[src/rtl/prio_irq_pkg.sv]
package prio_irq_pkg;
  typedef enum logic [2:0] {
    ST_IDLE = 3'd0,
    ST_BASE = 3'd1,
    ST_CAS  = 3'd2,
    ST_MODE = 3'd3,
    ST_RUN  = 3'd4
  } cfg_st_e;

  localparam int START_BIT   = 4;
  localparam int NEED4_BIT   = 0;
  localparam int AUTO_BIT    = 1;
  localparam logic [4:0] EOI_TAG = 5'b01100;
  localparam logic [7:0] SEL_REQ = 8'h0A;
  localparam logic [7:0] SEL_SRV = 8'h0B;
endpackage

[src/rtl/pic_req_latch.sv]
module pic_req_latch #(
  parameter int NUM_IN = 8,
  localparam int LVL_W = $clog2(NUM_IN)
) (
  input  logic              clk,
  input  logic              rst_n,
  input  logic [NUM_IN-1:0] irq_in,
  input  logic              clr_vld,
  input  logic [LVL_W-1:0]  clr_idx,
  output logic [NUM_IN-1:0] irr
);
  logic [NUM_IN-1:0] prev_q;

  always_ff @(posedge clk) begin
    if (!rst_n) prev_q <= '0;
    else        prev_q <= irq_in;
  end

  for (genvar g = 0; g < NUM_IN; g++) begin : g_bit
    logic edge_w;
    assign edge_w = irq_in[g] & ~prev_q[g];
    always_ff @(posedge clk) begin
      if (!rst_n)                                        irr[g] <= 1'b0;
      else if (edge_w)                                   irr[g] <= 1'b1;
      else if (clr_vld && clr_idx == LVL_W'(g))          irr[g] <= 1'b0;
    end
  end
endmodule

[src/rtl/pic_prio_resolve.sv]
module pic_prio_resolve #(
  parameter int NUM_IN = 8,
  localparam int LVL_W = $clog2(NUM_IN)
) (
  input  logic [NUM_IN-1:0] irr,
  input  logic [NUM_IN-1:0] imr,
  input  logic [NUM_IN-1:0] isr,
  output logic              win_vld,
  output logic [LVL_W-1:0]  win_idx
);
  logic [NUM_IN-1:0] pend;
  logic              req_hit, srv_hit;
  logic [LVL_W-1:0]  srv_idx;

  assign pend = irr & ~imr;

  always_comb begin
    req_hit = 1'b0;
    win_idx = '0;
    srv_hit = 1'b0;
    srv_idx = '0;
    for (int i = NUM_IN - 1; i >= 0; i--) begin
      if (pend[i]) begin
        req_hit = 1'b1;
        win_idx = LVL_W'(i);
      end
      if (isr[i]) begin
        srv_hit = 1'b1;
        srv_idx = LVL_W'(i);
      end
    end
    win_vld = req_hit && (!srv_hit || (win_idx < srv_idx));
  end
endmodule

[src/rtl/pic_cfg_port.sv]
module pic_cfg_port
  import prio_irq_pkg::*;
#(
  parameter int NUM_IN = 8,
  parameter int VEC_W  = 8,
  localparam int LVL_W = $clog2(NUM_IN)
) (
  input  logic              clk,
  input  logic              rst_n,
  input  logic              wr_en,
  input  logic              addr,
  input  logic [7:0]        wr_data,
  output logic [VEC_W-1:0]  base,
  output logic [7:0]        cas,
  output logic              aeoi,
  output logic [NUM_IN-1:0] imr,
  output logic              sel_srv,
  output logic              cfg_done,
  output logic              init_pls,
  output logic              eoi_vld,
  output logic [LVL_W-1:0]  eoi_lvl
);
  cfg_st_e st_q;
  logic    need4_q;
  logic    cmd_wr, dat_wr;

  assign cmd_wr   = wr_en && !addr;
  assign dat_wr   = wr_en && addr;
  assign cfg_done = (st_q == ST_RUN);
  assign init_pls = cmd_wr && wr_data[START_BIT];
  assign eoi_vld  = cmd_wr && !wr_data[START_BIT] && cfg_done && (wr_data[7:3] == EOI_TAG);
  assign eoi_lvl  = wr_data[LVL_W-1:0];

  always_ff @(posedge clk) begin
    if (!rst_n) begin
      st_q    <= ST_IDLE;
      need4_q <= 1'b0;
      base    <= '0;
      cas     <= '0;
      aeoi    <= 1'b0;
      imr     <= '1;
      sel_srv <= 1'b0;
    end else if (init_pls) begin
      st_q    <= ST_BASE;
      need4_q <= wr_data[NEED4_BIT];
      aeoi    <= 1'b0;
      sel_srv <= 1'b0;
    end else if (cmd_wr && cfg_done) begin
      if (wr_data == SEL_REQ)      sel_srv <= 1'b0;
      else if (wr_data == SEL_SRV) sel_srv <= 1'b1;
    end else if (dat_wr) begin
      unique case (st_q)
        ST_BASE: begin
          base <= VEC_W'(wr_data);
          st_q <= ST_CAS;
        end
        ST_CAS: begin
          cas  <= wr_data;
          st_q <= need4_q ? ST_MODE : ST_RUN;
        end
        ST_MODE: begin
          aeoi <= wr_data[AUTO_BIT];
          st_q <= ST_RUN;
        end
        default: imr <= wr_data[NUM_IN-1:0];
      endcase
    end
  end
endmodule

[src/rtl/prio_irq_ctrl.sv]
module prio_irq_ctrl #(
  parameter int NUM_IN = 8,
  parameter int VEC_W  = 8,
  localparam int LVL_W = $clog2(NUM_IN)
) (
  input  logic              clk,
  input  logic              rst_n,
  input  logic [NUM_IN-1:0] irq_in,
  input  logic              wr_en,
  input  logic              addr,
  input  logic [7:0]        wr_data,
  output logic [7:0]        rd_data,
  output logic              int_out,
  input  logic              ack,
  output logic [VEC_W-1:0]  vec_out,
  output logic              vec_vld,
  output logic [7:0]        cas_cfg,
  output logic              cfg_done
);
  localparam logic [LVL_W-1:0] SPUR_LVL = LVL_W'(NUM_IN - 1);

  logic [VEC_W-1:0]  base_w;
  logic              aeoi_w, sel_srv_w, init_pls_w, eoi_vld_w;
  logic [LVL_W-1:0]  eoi_lvl_w, win_idx_w;
  logic [NUM_IN-1:0] imr_w, irr_w, isr_q, isr_d;
  logic              win_vld_w, ack_take;

  pic_cfg_port #(.NUM_IN(NUM_IN), .VEC_W(VEC_W)) u_cfg (
    .clk(clk), .rst_n(rst_n), .wr_en(wr_en), .addr(addr), .wr_data(wr_data),
    .base(base_w), .cas(cas_cfg), .aeoi(aeoi_w), .imr(imr_w), .sel_srv(sel_srv_w),
    .cfg_done(cfg_done), .init_pls(init_pls_w), .eoi_vld(eoi_vld_w), .eoi_lvl(eoi_lvl_w)
  );

  pic_req_latch #(.NUM_IN(NUM_IN)) u_req (
    .clk(clk), .rst_n(rst_n), .irq_in(irq_in),
    .clr_vld(ack_take), .clr_idx(win_idx_w), .irr(irr_w)
  );

  pic_prio_resolve #(.NUM_IN(NUM_IN)) u_prio (
    .irr(irr_w), .imr(imr_w), .isr(isr_q),
    .win_vld(win_vld_w), .win_idx(win_idx_w)
  );

  assign int_out  = cfg_done && win_vld_w;
  assign ack_take = ack && int_out;

  always_comb begin
    isr_d = isr_q;
    if (eoi_vld_w)           isr_d[eoi_lvl_w] = 1'b0;
    if (ack_take && !aeoi_w) isr_d[win_idx_w] = 1'b1;
    if (init_pls_w)          isr_d = '0;
  end

  always_ff @(posedge clk) begin
    if (!rst_n) begin
      isr_q   <= '0;
      vec_out <= '0;
      vec_vld <= 1'b0;
    end else begin
      isr_q   <= isr_d;
      vec_vld <= ack;
      if (ack) vec_out <= base_w + VEC_W'(ack_take ? win_idx_w : SPUR_LVL);
    end
  end

  assign rd_data = addr ? 8'(imr_w) : (sel_srv_w ? 8'(isr_q) : 8'(irr_w));
endmodule

[config.mk]
export PLATFORM = sky130hd
export DESIGN_NAME = prio_irq_ctrl
export DESIGN_NICKNAME = d
export VERILOG_FILES = /design/src/rtl/prio_irq_pkg.sv /design/src/rtl/pic_req_latch.sv /design/src/rtl/pic_prio_resolve.sv /design/src/rtl/pic_cfg_port.sv /design/src/rtl/prio_irq_ctrl.sv
export SDC_FILE = /design/constraint.sdc
export NUM_CORES = 1
export LEC_CHECK = 0
export BUFFER_PORTS_ARGS = -buffer_cell sky130_fd_sc_hd__clkbuf_2
export CORE_MARGIN = 3
export CORE_UTILIZATION = 56
export DETAILED_ROUTE_END_ITERATION = 6
export PLACE_DENSITY = 0.8
export SYNTH_ARGS = -nofsm -noshare
export SYNTH_HDL_FRONTEND = slang
export SYNTH_SLANG_ARGS = --single-unit
[constraint.sdc]
create_clock -name clk -period 4.29 [get_ports clk]
set_clock_uncertainty 0.2 [all_clocks]
set_input_delay 0.429 -clock clk [delete_from_list [all_inputs] [get_ports clk]]
set_output_delay 0.429 -clock clk [all_outputs]
set_load 0.05 [all_outputs]
Word-level counts from Yosys, hierarchy flattened
Cells that the tools add are included.

Add/sub/neg operators: 1. Magnitude comparators: 5. Equality and inequality tests: 15. Multiplexer cells: 64. Bitwise logic cells: 25. Reduce and logical (&&, ||, !) cells: 48.

Operators with widths (count): 3-bit two-way mux (18); 1-bit two-way mux (39); 8-bit two-way mux (4); 1-bit logical AND (21); 2-bit nonzero test (10); 8-bit bitwise AND (2); 8-bit by 4-bit == test with 1-bit output, second input constant (2); 8-bit inverter (2); 3-bit == test, second input constant (5); 3-bit by 2-bit == test with 1-bit output, second input constant (4); 1-bit inverter (12); 4-bit AND reduction (3); 3-bit case mux with 3 select lines (1); 3-bit AND reduction (3); 8-bit by 3-bit adder with 8-bit output (1); 1-bit bitwise AND (8); 3-bit by 4-bit less-than comparator with 1-bit output, second input constant (2); 8-bit bitwise OR (1); 1-bit demux with 3-bit select (2); 3-bit by 1-bit == test with 1-bit output, second input constant (2); 3-bit by 1-bit greater-or-equal comparator with 1-bit output, second input constant (2); 5-bit by 4-bit == test with 1-bit output, second input constant (1); 1-bit logical NOT (4); 4-bit nonzero test (1); 8 further kinds (8).

Bits in registers: 63. Input port bits: 21. Output and inout bits: 27. Word-level logic and storage cells: 178.

Longest topological paths before layout
Depth after elaboration: 18. Depth in mapped cells: 16. Depth with buffers taken out: 15.

Modules after synthesis
From an unflattened synthesis, not the netlist that was laid out.

Cells, all modules: 379. Area total of the unflattened synthesis: 3241.9 µm².

By module, submodules not included: pic_cfg_port (instances 1, cells each 151, area an instance 1331.3 µm², seq. area each 600.6 µm²); prio_irq_ctrl (instances 1, cells each 127, area an instance 1026.0 µm², seq. area each 340.3 µm²); pic_req_latch (instances 1, cells each 56, area an instance 598.1 µm², seq. area each 320.3 µm²); pic_prio_resolve (instances 1, cells each 45, area an instance 286.5 µm², seq. area each 0.0 µm²).

Worst setup path before layout
No wires, ideal clock.

Path kind: register to register. From: register u_req.irr[1]. To: register vec_out[6]. Library setup time: 91 ps. Data arrival time: 3559 ps. Required time: 3999 ps. Setup slack: 440 ps. Stages on the path, launching flop included: 15. Path buffers: 0. Period minus slack after synthesis: 3850 ps. Cells stage by stage: dfxtp_1 -> nor2b_1 -> or4_2 -> a21oi_1 -> ha_1 -> a211oi_1 -> o21ai_0 -> a211oi_1 -> nand2_1 -> ha_1 -> fa_1 -> a21o_1 -> nand2_1 -> o21ai_0 -> a311oi_1.

Longest elaborated chain between the ends: 10. Elaborated cells on any way between the ends: 12. Those cells by class: add/sub (1); order compare (1); mux (5); bitwise (1); reduce/logical (4).

RTL lines: start: declaration (RTL line pic_req_latch.sv:10) `output logic [NUM_IN-1:0] irr`; start signal: indexed assignment (RTL line pic_req_latch.sv:23) `if (!rst_n) irr[g] <= 1'b0;`; start signal: indexed assignment (RTL line pic_req_latch.sv:24) `else if (edge_w) irr[g] <= 1'b1;`; start signal: indexed assignment (RTL line pic_req_latch.sv:25) `else if (clr_vld && clr_idx == LVL_W'(g)) irr[g] <= 1'b0;`; 8-bit bitwise AND (*) (RTL line pic_prio_resolve.sv:15) `assign pend = irr & ~imr;`; 3-bit two-way mux (2 in series) (RTL line pic_prio_resolve.sv:23) `if (pend[i]) begin`; 3-bit less-than comparator (RTL line pic_prio_resolve.sv:32) `win_vld = req_hit && (!srv_hit || (win_idx < srv_idx));`; 1-bit logical OR (RTL line pic_prio_resolve.sv:32); 1-bit logical AND (RTL line pic_prio_resolve.sv:32); 1-bit logical AND (RTL line prio_irq_ctrl.sv:44) `assign int_out = cfg_done && win_vld_w;`; 1-bit logical AND (RTL line prio_irq_ctrl.sv:45) `assign ack_take = ack && int_out;`; 3-bit two-way mux (*) (RTL line prio_irq_ctrl.sv:62) `if (ack) vec_out <= base_w + VEC_W'(ack_take ? win_idx_w : SPUR_LVL);`; 8-bit by 3-bit adder with 8-bit output (*) (RTL line prio_irq_ctrl.sv:62); end signal: assignment (RTL line prio_irq_ctrl.sv:62); end: declaration (RTL line prio_irq_ctrl.sv:15) `output logic [VEC_W-1:0] vec_out,`.

Mark *: on every way between the ends. The rest lies on a longest branch, timed or not. A chain may end at the register's enable or synchronous reset.

Worst setup path after layout
From: register u_req.irr[1]. To: register vec_out[7].

The elaborated chain is that of the path after synthesis.

==> run metrics <==
Worst-Skew Late Latency=0.34 ns; Mapped Cells=353; #FFs+latches synth=63; CTS tree=built; RSZ-0062 raised after global routing=false; CP endpoint kind=flip-flop; # port buffers=47; post-synth net total=380; CP max FO=4; Synthesis Warnings=0; first-pass GRT wire length=13,600 microns; total negative slack=0 ns; Slew headroom=0.469; GRT Total Usage=0.279; Max Cap Viol=0; Post-CTS Setup Inserts=0; final worst path period need=4.01 ns; Avg Inst Size Synth=8.61 sq um; Routed Antenna Nets=0; die area=6350 sq um; starting density of the core=0.588; drt drc=0; largest net degree at the start of global routing=28; post-synthesis sequential area ratio=0.415; fillers=436; grt ovf=0; Final nets=428; NetSw=378 uW; clock slew seen by the registers of the worst setup and hold paths=0.07 ns; num ports=48; initial antenna violation count=0; PD cells=373 nW/um^2; Comb power frac=0.132; Avg Vias per Cell=5.83; row cnt=26; number of hold buffers added after CTS=0; crit path DAT=4.04 ns; synth unique cells=53; clk sinks=63; Clk network pwr share=0.398; final core utilization=0.685; Main synth FF type=dfxtp_1; Worst Path Required=4.32 ns; root buf cell=clkbuf_8; leak pwr=1.49 nW; Final Hold Vio Count=0; critical-path cell list=nor2b_1, or4_2, a21oi_1, ha_1, a211oi_1, o21ai_0, o21ai_1, nand3_1, ha_1, a21o_1, a21oi_1, nor3_1, xnor2_1, a211oi_1; Setup crit start kind=flip-flop; Chip Width=79.7 microns; first-pass iteration count of the detailed router=4; share of layout cells above drive strength 1=0.195; internal power=945 uW; IR drop worst, VDD=322 uV; wire per inst=17.1 microns; drt first-iter violations=203; vias in the first global route=2,728; max frequency=250 MHz; Final Wtd Congestion=0.988; DP HPWL=5950 microns; fin crit share=0.934; endpoints failing setup=0; outcome=finished, final reports clean; Sw Ratio=0.286; Async S/R FF share, synth=0; clk buf depth=2; CP max stage delay=0.68 ns; Reg power frac=0.470; ANT cells=0; area grow syn2layout=16.5%; Post-synth EDFFs=0; Slowest cell on crit path=or4_2; Post-Syn Area=3040 sq um; post-route cell area=3540 sq um; dpl cells=460; worst slew pin tran=0.794 ns; drt total wl=8130 microns; via count=2,775; Worst Hold Class=in2reg; non-filler cells, final=476; die height=79.7 microns; final slew viol count=0; Core Box Area=5170 sq um; # H-tree levels=3; overall power=1.32 mW; worst setup path class=reg2reg; CTS Buf Count=9; placed inst area=3340 sq um
layout by cell type (no fill, tap or decap), types with 3 or more instances in the layout:
| cell type | count |
|---|---|
| nor2b_1 | 6 |
| buf_4 | 5 |
| a211oi_1 | 7 |
| nor3_1 | 7 |
| a21oi_1 | 12 |
| nand2b_1 | 8 |
| ha_1 | 5 |
| nand4_1 | 3 |
| o31ai_1 | 3 |
| nand3_1 | 3 |
| inv_1 | 12 |
| nor4_1 | 4 |
| mux2i_1 | 36 |
| dfxtp_1 | 63 |
| a31o_2 | 4 |
| a31oi_1 | 6 |
| clkbuf_2 | 47 |
| o22ai_1 | 4 |
| nor2_1 | 42 |
| clkbuf_8 | 10 |
| xnor2_1 | 4 |
| nand2_1 | 45 |
| o311ai_0 | 3 |
| o211ai_1 | 4 |
| o21ai_0 | 19 |
| and2_1 | 7 |
registers in the layout (all words and copies together), names as in the netlist, 3 cells and up:
register,count
u_cfg.cas,8
isr_q,8
u_cfg.base,8
u_cfg.imr,8
u_req.irr,8
vec_out,8
u_cfg.st_q,3
u_req.prev_q,8
path summary, 6_finish.rpt:
check                  start              end  slack, ns  cells after the start
max             u_req.irr[1]       vec_out[7]       0.28                     14
min                irq_in[0]  u_req.prev_q[0]        0.1                      3
max reg2reg     u_req.irr[1]       vec_out[7]       0.28                     14
min reg2reg  u_req.prev_q[5]     u_req.irr[5]       0.22                      1
cell type report:
class	count	area, sq um	share of cell area
multi-input cells	262	1670	0.471
clock inverters	6	67.6	0.0191
repair buffers	52	273	0.0770
inverters	13	48.8	0.0138
well taps	70	87.6	0.0247
flip-flops and latches	63	1260	0.356
clock buffers	10	138	0.0388
worst max-delay path: cells and delay by family, from the launching register on:
family	cells	cell delay, ns
AND/OR/NAND/NOR	4	1.16
flip-flops	1	0.32
adder cells (fa/ha/maj)	2	0.56
XOR/XNOR	1	0.14
AO/OA/AOI/OAI	7	1.50
repair_timing:
action / CTS / global route
resized for setup: 0 / 1
setup endpoints to repair: 0 / 1
hold endpoints to repair: 0 / 0
metrics by stage:
stage / hold slack [ns] / setup WS (ns)
after floorplan: 0.199 / 0.440
after global placement: 0.213 / 0.454
after detailed placement: 0.216 / 0.305
after CTS: 0.0883 / 0.157
after global routing: 0.105 / 0.00290
final: 0.0972 / 0.283
cells by family after synthesis:
logic type / Yosys count / synth area share
compound gates: 72 / 0.154
xor+xnor: 5 / 0.0144
fa+ha+maj: 6 / 0.0272
buf+inv: 28 / 0.0366
flops: 63 / 0.415
mux: 36 / 0.119
simple gates: 143 / 0.234
power by group through the flow:
stage	Sequential [mW]	Clock [mW]	Combinational (mW)
after floorplan	0.647	0	0.107
after detailed placement	0.635	0	0.173
after global routing	0.624	0.556	0.191
after CTS	0.621	0.531	0.174
final	0.622	0.526	0.175
after global placement	0.633	0	0.171
cells in the mapped netlist (3+ instances only):
cell type,number,area (sq um)
clkbuf_1,12,45.0
nor2_1,42,158
mux2i_1,36,360
nor3_1,7,35.0
and2_1,7,43.8
nor4_1,4,25.0
dfxtp_1,63,1260
a211oi_1,7,52.6
a31o_2,4,35.0
o311ai_0,3,26.3
ha_1,5,62.6
nor2b_1,6,37.5
inv_1,12,45.0
o211ai_1,4,30.0
a31oi_1,6,37.5
nand4_1,3,18.8
nand2b_1,8,50.1
o21ai_0,20,100
o22ai_1,4,25.0
nand2_1,45,169
xnor2_1,4,35.0
o31ai_1,3,22.5
nand3_1,3,15.0
a21oi_1,12,60.1
layer usage:
metal  wire (microns)  global-route usage
met1             3780               0.388
met2             3550               0.423
met3              612              0.0508
met4              187               0.115
met5                0                   0
No activity file was read; power rests on OpenSTA's default activity.
